[src/rtl/usart_spi_pkg.sv]
package usart_spi_pkg;

    localparam int DATA_W = 8;
    localparam int ADDR_W = 3;

    typedef enum logic [ADDR_W-1:0] {
        A_DATA  = 3'd0,
        A_STAT  = 3'd1,
        A_ENAB  = 3'd2,
        A_MODE  = 3'd3,
        A_DIV   = 3'd4
    } reg_addr_e;

    typedef enum logic [1:0] {
        M_ASYNC = 2'b00,
        M_SYNC  = 2'b01,
        M_RSVD  = 2'b10,
        M_SPI   = 2'b11
    } mode_e;

    typedef struct packed {
        logic order;   // 1: least significant bit first
        logic phase;   // 0: sample on leading edge
        logic pol;     // idle level of the serial clock
    } frame_cfg_t;

endpackage

[src/rtl/usart_spi_clkgen.sv]
module usart_spi_clkgen #(
    parameter int DIV_W = 8
) (
    input  logic             clk,
    input  logic             rst_n,
    input  logic             run,
    input  logic [DIV_W-1:0] div,
    output logic             edge_o
);
    typedef struct packed {
        logic [DIV_W-1:0] cnt;
    } clk_st_t;

    clk_st_t st_d, st_q;

    // a half period lasts div+1 clocks; the edge pulse ends it
    always_comb begin
        st_d   = st_q;
        edge_o = run && (st_q.cnt == div);
        if (!run || edge_o) begin
            st_d.cnt = '0;
        end else begin
            st_d.cnt = st_q.cnt + 1'b1;
        end
    end

    always_ff @(posedge clk or negedge rst_n) begin
        if (!rst_n) st_q <= '0;
        else        st_q <= st_d;
    end
endmodule

[src/rtl/usart_spi_shifter.sv]
module usart_spi_shifter
    import usart_spi_pkg::*;
#(
    parameter int FRAME_W = 8
) (
    input  logic               clk,
    input  logic               rst_n,
    input  logic               start,
    input  logic [FRAME_W-1:0] tx_word,
    input  frame_cfg_t         cfg,
    input  logic               edge_i,
    input  logic               miso,
    output logic               busy,
    output logic               done,
    output logic               sck,
    output logic               mosi,
    output logic [FRAME_W-1:0] rx_word
);
    localparam int EDGES = 2 * FRAME_W;
    localparam int CNT_W = $clog2(EDGES);
    localparam logic [CNT_W-1:0] LAST_EDGE = CNT_W'(EDGES - 1);

    typedef struct packed {
        logic               busy;
        logic               done;
        logic               tog;
        frame_cfg_t         cfg;
        logic [CNT_W-1:0]   edge_cnt;
        logic [FRAME_W-1:0] tx_sr;
        logic [FRAME_W-1:0] rx_sr;
    } sh_st_t;

    sh_st_t st_d, st_q;
    logic   lead, sample, shift, skip_shift;

    always_comb begin
        st_d       = st_q;
        st_d.done  = 1'b0;
        lead       = ~st_q.edge_cnt[0];
        sample     = lead ^ st_q.cfg.phase;
        // phase 0: no shift after the final edge; phase 1: no shift on the first edge
        skip_shift = st_q.cfg.phase ? (st_q.edge_cnt == '0) : (st_q.edge_cnt == LAST_EDGE);
        shift      = !sample && !skip_shift;
        if (start && !st_q.busy) begin
            st_d.busy     = 1'b1;
            st_d.cfg      = cfg;
            st_d.tx_sr    = tx_word;
            st_d.edge_cnt = '0;
            st_d.tog      = 1'b0;
        end else if (st_q.busy && edge_i) begin
            st_d.tog = ~st_q.tog;
            if (sample) begin
                if (st_q.cfg.order) st_d.rx_sr = {miso, st_q.rx_sr[FRAME_W-1:1]};
                else                st_d.rx_sr = {st_q.rx_sr[FRAME_W-2:0], miso};
            end
            if (shift) begin
                if (st_q.cfg.order) st_d.tx_sr = st_q.tx_sr >> 1;
                else                st_d.tx_sr = st_q.tx_sr << 1;
            end
            if (st_q.edge_cnt == LAST_EDGE) begin
                st_d.busy     = 1'b0;
                st_d.done     = 1'b1;
                st_d.edge_cnt = '0;
            end else begin
                st_d.edge_cnt = st_q.edge_cnt + 1'b1;
            end
        end
    end

    always_ff @(posedge clk or negedge rst_n) begin
        if (!rst_n) st_q <= '0;
        else        st_q <= st_d;
    end

    assign busy    = st_q.busy;
    assign done    = st_q.done;
    assign sck     = st_q.busy ? (st_q.cfg.pol ^ st_q.tog) : cfg.pol;
    assign mosi    = st_q.cfg.order ? st_q.tx_sr[0] : st_q.tx_sr[FRAME_W-1];
    assign rx_word = st_q.rx_sr;
endmodule

[src/rtl/usart_spi_regs.sv]
module usart_spi_regs
    import usart_spi_pkg::*;
#(
    parameter int DIV_W = 8
) (
    input  logic              clk,
    input  logic              rst_n,
    input  logic              wr_en,
    input  logic [ADDR_W-1:0] wr_addr,
    input  logic [DATA_W-1:0] wr_data,
    input  logic              rd_en,
    input  logic [ADDR_W-1:0] rd_addr,
    output logic [DATA_W-1:0] rd_data,
    input  logic              gie,
    input  logic              txc_ack,
    input  logic              eng_busy,
    input  logic              eng_done,
    input  logic [DATA_W-1:0] eng_rx,
    output logic              start,
    output logic [DATA_W-1:0] tx_word,
    output frame_cfg_t        cfg,
    output logic [DIV_W-1:0]  div,
    output logic              irq_txc,
    output logic              irq_dre,
    output logic              tx_own,
    output logic              rx_own,
    output mode_e             mode,
    output logic              dre,
    output logic              rx_en,
    output logic              rx_full
);
    typedef struct packed {
        mode_e             mode;
        frame_cfg_t        cfg;
        logic              txc_ie;
        logic              dre_ie;
        logic              rx_en;
        logic              tx_en;
        logic              tx_act;
        logic [DIV_W-1:0]  div;
        logic [DATA_W-1:0] tx_buf;
        logic              tx_full;
        logic [DATA_W-1:0] rx_buf;
        logic              rx_full;
        logic              txc;
    } reg_st_t;

    reg_st_t st_d, st_q;

    always_comb begin
        st_d  = st_q;
        start = st_q.tx_full && st_q.tx_act && (st_q.mode == M_SPI) && !eng_busy;
        if (start) st_d.tx_full = 1'b0;

        if (eng_done) begin
            if (st_q.rx_en) begin
                st_d.rx_buf  = eng_rx;
                st_d.rx_full = 1'b1;
            end
            if (!st_q.tx_full) st_d.txc = 1'b1;
        end
        if (rd_en && (rd_addr == A_DATA)) st_d.rx_full = 1'b0;
        if (txc_ack) st_d.txc = 1'b0;

        if (wr_en) begin
            case (wr_addr)
                A_DATA: if (st_q.tx_en && !st_q.tx_full) begin
                    st_d.tx_buf  = wr_data;
                    st_d.tx_full = 1'b1;
                end
                A_STAT: if (wr_data[6]) st_d.txc = 1'b0;
                A_ENAB: begin
                    st_d.txc_ie = wr_data[6];
                    st_d.dre_ie = wr_data[5];
                    st_d.rx_en  = wr_data[4];
                    st_d.tx_en  = wr_data[3];
                    if (!wr_data[4]) begin
                        st_d.rx_full = 1'b0;
                        st_d.rx_buf  = '0;
                    end
                end
                A_MODE: begin
                    st_d.mode = mode_e'(wr_data[7:6]);
                    st_d.cfg  = '{order: wr_data[2], phase: wr_data[1], pol: wr_data[0]};
                end
                A_DIV:  st_d.div = DIV_W'(wr_data);
                default: ;
            endcase
        end
        // transmitter stays active while anything is still queued or shifting
        st_d.tx_act = st_d.tx_en || (st_q.tx_act && (eng_busy || start || st_d.tx_full));
    end

    always_ff @(posedge clk or negedge rst_n) begin
        if (!rst_n) begin
            st_q           <= '0;
            st_q.cfg.phase <= 1'b1;
        end else begin
            st_q <= st_d;
        end
    end

    always_comb begin
        case (rd_addr)
            A_DATA:  rd_data = st_q.rx_buf;
            A_STAT:  rd_data = {st_q.rx_full, st_q.txc, ~st_q.tx_full, 5'b0};
            A_ENAB:  rd_data = {1'b0, st_q.txc_ie, st_q.dre_ie, st_q.rx_en, st_q.tx_en, 3'b0};
            A_MODE:  rd_data = {st_q.mode, 3'b0, st_q.cfg.order, st_q.cfg.phase, st_q.cfg.pol};
            A_DIV:   rd_data = DATA_W'(st_q.div);
            default: rd_data = '0;
        endcase
    end

    assign tx_word = st_q.tx_buf;
    assign cfg     = st_q.cfg;
    assign div     = st_q.div;
    assign dre     = ~st_q.tx_full;
    assign irq_txc = st_q.txc_ie & gie & st_q.txc;
    assign irq_dre = st_q.dre_ie & gie & ~st_q.tx_full;
    assign tx_own  = st_q.tx_act;
    assign rx_own  = st_q.rx_en;
    assign mode    = st_q.mode;
    assign rx_en   = st_q.rx_en;
    assign rx_full = st_q.rx_full;
endmodule

[src/rtl/usart_spi_master.sv]
module usart_spi_master
    import usart_spi_pkg::*;
#(
    parameter int DIV_W = 8
) (
    input  logic              clk,
    input  logic              rst_n,
    input  logic              wr_en,
    input  logic [ADDR_W-1:0] wr_addr,
    input  logic [DATA_W-1:0] wr_data,
    input  logic              rd_en,
    input  logic [ADDR_W-1:0] rd_addr,
    output logic [DATA_W-1:0] rd_data,
    input  logic              gie,
    input  logic              txc_ack,
    output logic              irq_txc,
    output logic              irq_dre,
    output logic              sck,
    output logic              mosi,
    input  logic              miso,
    output logic              tx_own,
    output logic              rx_own
);
    logic              eng_busy, eng_done, eng_start, half_edge;
    logic [DATA_W-1:0] eng_rx, tx_word;
    logic [DIV_W-1:0]  div;
    frame_cfg_t        cfg;
    mode_e             mode;
    logic              dre, rx_en, rx_full;

    usart_spi_regs #(.DIV_W(DIV_W)) u_regs (
        .clk(clk), .rst_n(rst_n),
        .wr_en(wr_en), .wr_addr(wr_addr), .wr_data(wr_data),
        .rd_en(rd_en), .rd_addr(rd_addr), .rd_data(rd_data),
        .gie(gie), .txc_ack(txc_ack),
        .eng_busy(eng_busy), .eng_done(eng_done), .eng_rx(eng_rx),
        .start(eng_start), .tx_word(tx_word), .cfg(cfg), .div(div),
        .irq_txc(irq_txc), .irq_dre(irq_dre),
        .tx_own(tx_own), .rx_own(rx_own),
        .mode(mode), .dre(dre), .rx_en(rx_en), .rx_full(rx_full)
    );

    usart_spi_clkgen #(.DIV_W(DIV_W)) u_clkgen (
        .clk(clk), .rst_n(rst_n), .run(eng_busy), .div(div), .edge_o(half_edge)
    );

    usart_spi_shifter #(.FRAME_W(DATA_W)) u_shifter (
        .clk(clk), .rst_n(rst_n),
        .start(eng_start), .tx_word(tx_word), .cfg(cfg),
        .edge_i(half_edge), .miso(miso),
        .busy(eng_busy), .done(eng_done), .sck(sck), .mosi(mosi), .rx_word(eng_rx)
    );
endmodule

[config.mk]
export PLATFORM = sky130hd
export DESIGN_NAME = usart_spi_master
export DESIGN_NICKNAME = d
export VERILOG_FILES = /design/src/rtl/usart_spi_pkg.sv /design/src/rtl/usart_spi_clkgen.sv /design/src/rtl/usart_spi_shifter.sv /design/src/rtl/usart_spi_regs.sv /design/src/rtl/usart_spi_master.sv
export SDC_FILE = /design/constraint.sdc
export NUM_CORES = 1
export LEC_CHECK = 0
export ABC_CLOCK_PERIOD_IN_PS = 2150
export BUFFER_PORTS_ARGS = -buffer_cell sky130_fd_sc_hd__buf_2
export CAP_MARGIN = 40
export CELL_PAD_IN_SITES_DETAIL_PLACEMENT = 2
export CELL_PAD_IN_SITES_GLOBAL_PLACEMENT = 2
export CORE_UTILIZATION = 39
export DETAILED_ROUTE_END_ITERATION = 7
export PLACE_DENSITY = 0.89
export SLEW_MARGIN = 20
export SYNTH_ARGS = -nofsm -noshare
export SYNTH_HDL_FRONTEND = slang
export SYNTH_SLANG_ARGS = --single-unit
[constraint.sdc]
create_clock -name clk -period 2.15 [get_ports clk]
set_input_delay 0.1075 -clock clk [delete_from_list [all_inputs] [get_ports clk]]
set_output_delay 0.1075 -clock clk [all_outputs]
set_load 0.03 [all_outputs]
==> results.py <==
metrics = {
    "sta": {
        "tightest_slew_ns": 0.720,
        "max_clock_freq_mhz": 492,
        "rsz0062_at_grt": "no",
        "layout_min_cycle_time_ns": 2.03,
        "maxSlewViolCount": 0,
        "hold_violations": 0,
        "slew_headroom": 0.520,
        "fin_worst_skew_ns": 0.0106,
        "fin_crit_sh": 0.945,
        "fin_tns_setup_ns": 0,
        "setup_violations": 0,
    },
    "synthesis": {
        "seq_area_frac_synth": 0.507,
        "synth_seq_cells": 71,
        "synth_top_area_cell": "dfrtp_1",
        "synth_edf_count": 0,
        "synth_cells": 323,
        "ys_top_cells_by_area": "dfrtp_1, mux2_2, mux2i_1, nand2_1, xor2_1",
        "synth_common_cells": "dfrtp_1, mux2_2, nand2_1, nor2_1, nand3_1",
        "synthFlopType": "dfrtp_1",
        "synth_fp_nets": 347,
        "async_flop_share": 1.00,
        "synth.most_common_cell": "dfrtp_1",
        "yosysWarnings": 0,
        "synth_top_area_frac": 0.499,
        "avgSynthCellArea_um2": 10.9,
        "syn-cell-area_um2": 3510,
        "ys_types": 38,
    },
    "die": {
        "start_util": 0.402,
        "core_um2": 8720,
        "dieArea_um2": 9380,
        "floorplan.die.width_um": 96.8,
        "core.rowCount": 34,
        "die_h_um": 96.8,
        "io_pins": 35,
    },
    "global_route": {
        "grt_overflow_total": 0,
        "grt_pass1_vias": 3102,
        "grt_pass1_wl_um": 18400,
        "antenna_found_initial": 0,
        "grt_max_degree": 35,
        "grt_usage": 0.260,
    },
    "layout": {
        "layout.nets": 388,
        "syn_to_final_growth_pct": 15.6,
        "fillers": 903,
        "stdcell_area_um2": 4060,
        "final_layout_size_suffix_gt1_frac": 0.310,
        "ff_latch_area_um2": 1780,
        "antenna_cells": 0,
        "multi_input_area_um2": 1650,
    },
    "clock_tree": {
        "cts_tree": "yes",
        "post_cts_resized": 0,
        "htreeDepth": 3,
        "worstSkewPairLatency_ns": 0.36,
        "clk_pin_slew_ns": 0.09,
        "cts-buffers-inserted": 9,
        "root_buffer": "clkbuf_8",
        "clk_path_buf_depth": 2,
        "cts_sinks": 71,
        "cts_setup_buffers": 0,
    },
    "detailed_routing": {
        "avgRoutedWirePerCell_um": 23.9,
        "via_per_inst": 5.63,
        "first_pass_iters": 4,
        "routed_wl_um": 11400,
        "drc": 0,
        "drtIter0Drc": 101,
        "route.vias.total": 2681,
        "ant_nets": 0,
    },
    "worst_setup_path": {
        "r2r-end": "u_shifter.rx_word[3]",
        "critPathCaptureType": "register",
        "start_kind": "register",
        "r2r_slack_ns": 0.12,
        "worstReg2RegStart": "u_clkgen.st_q[5]",
        "worst_ep_required_time_ns": 2.40,
        "crit_fanout": 8,
        "path_class": "reg -> reg",
        "ff2ff_path_depth": 5,
        "crit_arrival_ns": 2.28,
    },
    "min_path": {
        "hp-class": "in -> reg",
        "hold_start": "wr_data[1]",
        "min_to": "u_regs.cfg[1]",
        "holdPathStages": 2,
    },
    "place": {
        "place.gp.congestion": 0.768,
        "portBuffers": 34,
        "post_dp_cell_area_um2": 3830,
        "dp_hpwl_um": 7370,
    },
    "run": {
        "max_cap_violations": 0,
    },
    "run_status": {
        "run_status": "finished clean",
    },
    "pwr": {
        "cellLeakagePower_nw": 1.96,
        "power_density_nw_per_um2": 1040,
        "vdd_drop_max_mv": 0.425,
    },
}
-- layer usage --
metal  vias up  routed length (um)  track usage
li1       1212                   -            -
met1      1381                5010        0.332
met2        64                5700        0.444
met3        24                 341       0.0296
met4         0                 318        0.117
met5         -                   0            0
-- power by group --
part           internal [mW]  switching, mW
Sequential              1.64          0.339
Combinational          0.491          0.640
Clock                  0.561          0.566
-- worst max-delay path, cell delays in order, from the launching register on --
cell	delay, ns
dfrtp_1	0.44
xor2_1	0.20
nor4_2	0.46
nand3_1	0.20
nand3b_4	0.29
mux2_2	0.32
-- worst max-delay path by stage --
stage,startpoint,to,slack [ns],cells past startpoint
after floorplan,u_shifter.st_q[16],u_shifter.st_q[8],0.32,6
after CTS,u_clkgen.st_q[5],u_shifter.st_q[9],0.10,6
final,u_clkgen.st_q[5],u_shifter.rx_word[3],0.12,5
after global routing,u_shifter.st_q[16],u_shifter.st_q[9],0.009,7
after detailed placement,u_shifter.st_q[16],u_shifter.st_q[9],0.15,7
after global placement,u_clkgen.st_q[5],u_shifter.rx_word[7],0.30,5
-- what timing repair did --
item	4_1_cts	5_1_grt
endpoints found under the setup margin	0	1
hold buffers	3	0
endpoints found under the hold margin	26	0
-- stage by stage --
| step | util | total power [mW] | std cells | hold WS, ns | setup WS (ns) |
|---|---|---|---|---|---|
| floorplan | - | 2.66 | 323 | -0.188 | 0.316 |
| global placement | 0.439 | 2.97 | 458 | 0.184 | 0.297 |
| detailed placement | 0.439 | 3.07 | 458 | 0.203 | 0.155 |
| CTS | 0.465 | 4.24 | 476 | 0.0350 | 0.100 |
| global route | 0.465 | 4.42 | 476 | 0.0381 | 0.00868 |
| finish | 0.465 | 4.24 | 476 | 0.0431 | 0.119 |
-- flip-flops by register name, indices dropped and copies added, names as in the netlist --
name / count
u_regs.tx_word: 8
u_regs.cfg: 3
u_regs.rx_en: 1
u_clkgen.st_q: 8
u_regs.rx_full: 1
u_regs.mode: 2
u_shifter.busy: 1
u_shifter.rx_word: 8
u_regs.tx_own: 1
u_regs.div: 8
u_shifter.done: 1
u_shifter.st_q: 16
u_regs.st_q: 13
-- cell families after synthesis --
group	share of synthesized area
DFF	0.507
xor gates and xnor gates	0.0375
adders and majority gates	0.0107
AOI/OAI and AO/OA	0.0710
buffers and inverters	0.0235
and+or+nand+nor	0.153
muxes	0.198
-- cells in the final DEF, fill, tap and decap left out, types with 2 or more instances in the layout --
cell type      instances
a21oi_1               19
a22oi_1                2
and3_1                 9
buf_2                 34
buf_4                  7
clkbuf_8              10
clkinvlp_4             2
dfrtp_1               70
dlygate4sd3_1          3
ha_1                   3
inv_1                  7
mux2_2                50
mux2i_1               13
nand2_1               34
nand2b_1               3
nand3_1               20
nand4_1                2
nor2_1                21
nor2b_1                4
nor3b_1                2
nor4_2                 2
o21ai_0               13
o22ai_1                3
xnor2_1                2
xor2_1                13
-- area by class of cell --
type,instances,share of cell area
multi-input combinational,230,0.406
clock buffer,10,0.0339
sequential,71,0.438
timing repair buffer,45,0.0673
clock inverter,5,0.0145
tap,108,0.0333
inverter,7,0.00648
Note: power is estimated with default switching activity, not from simulation.
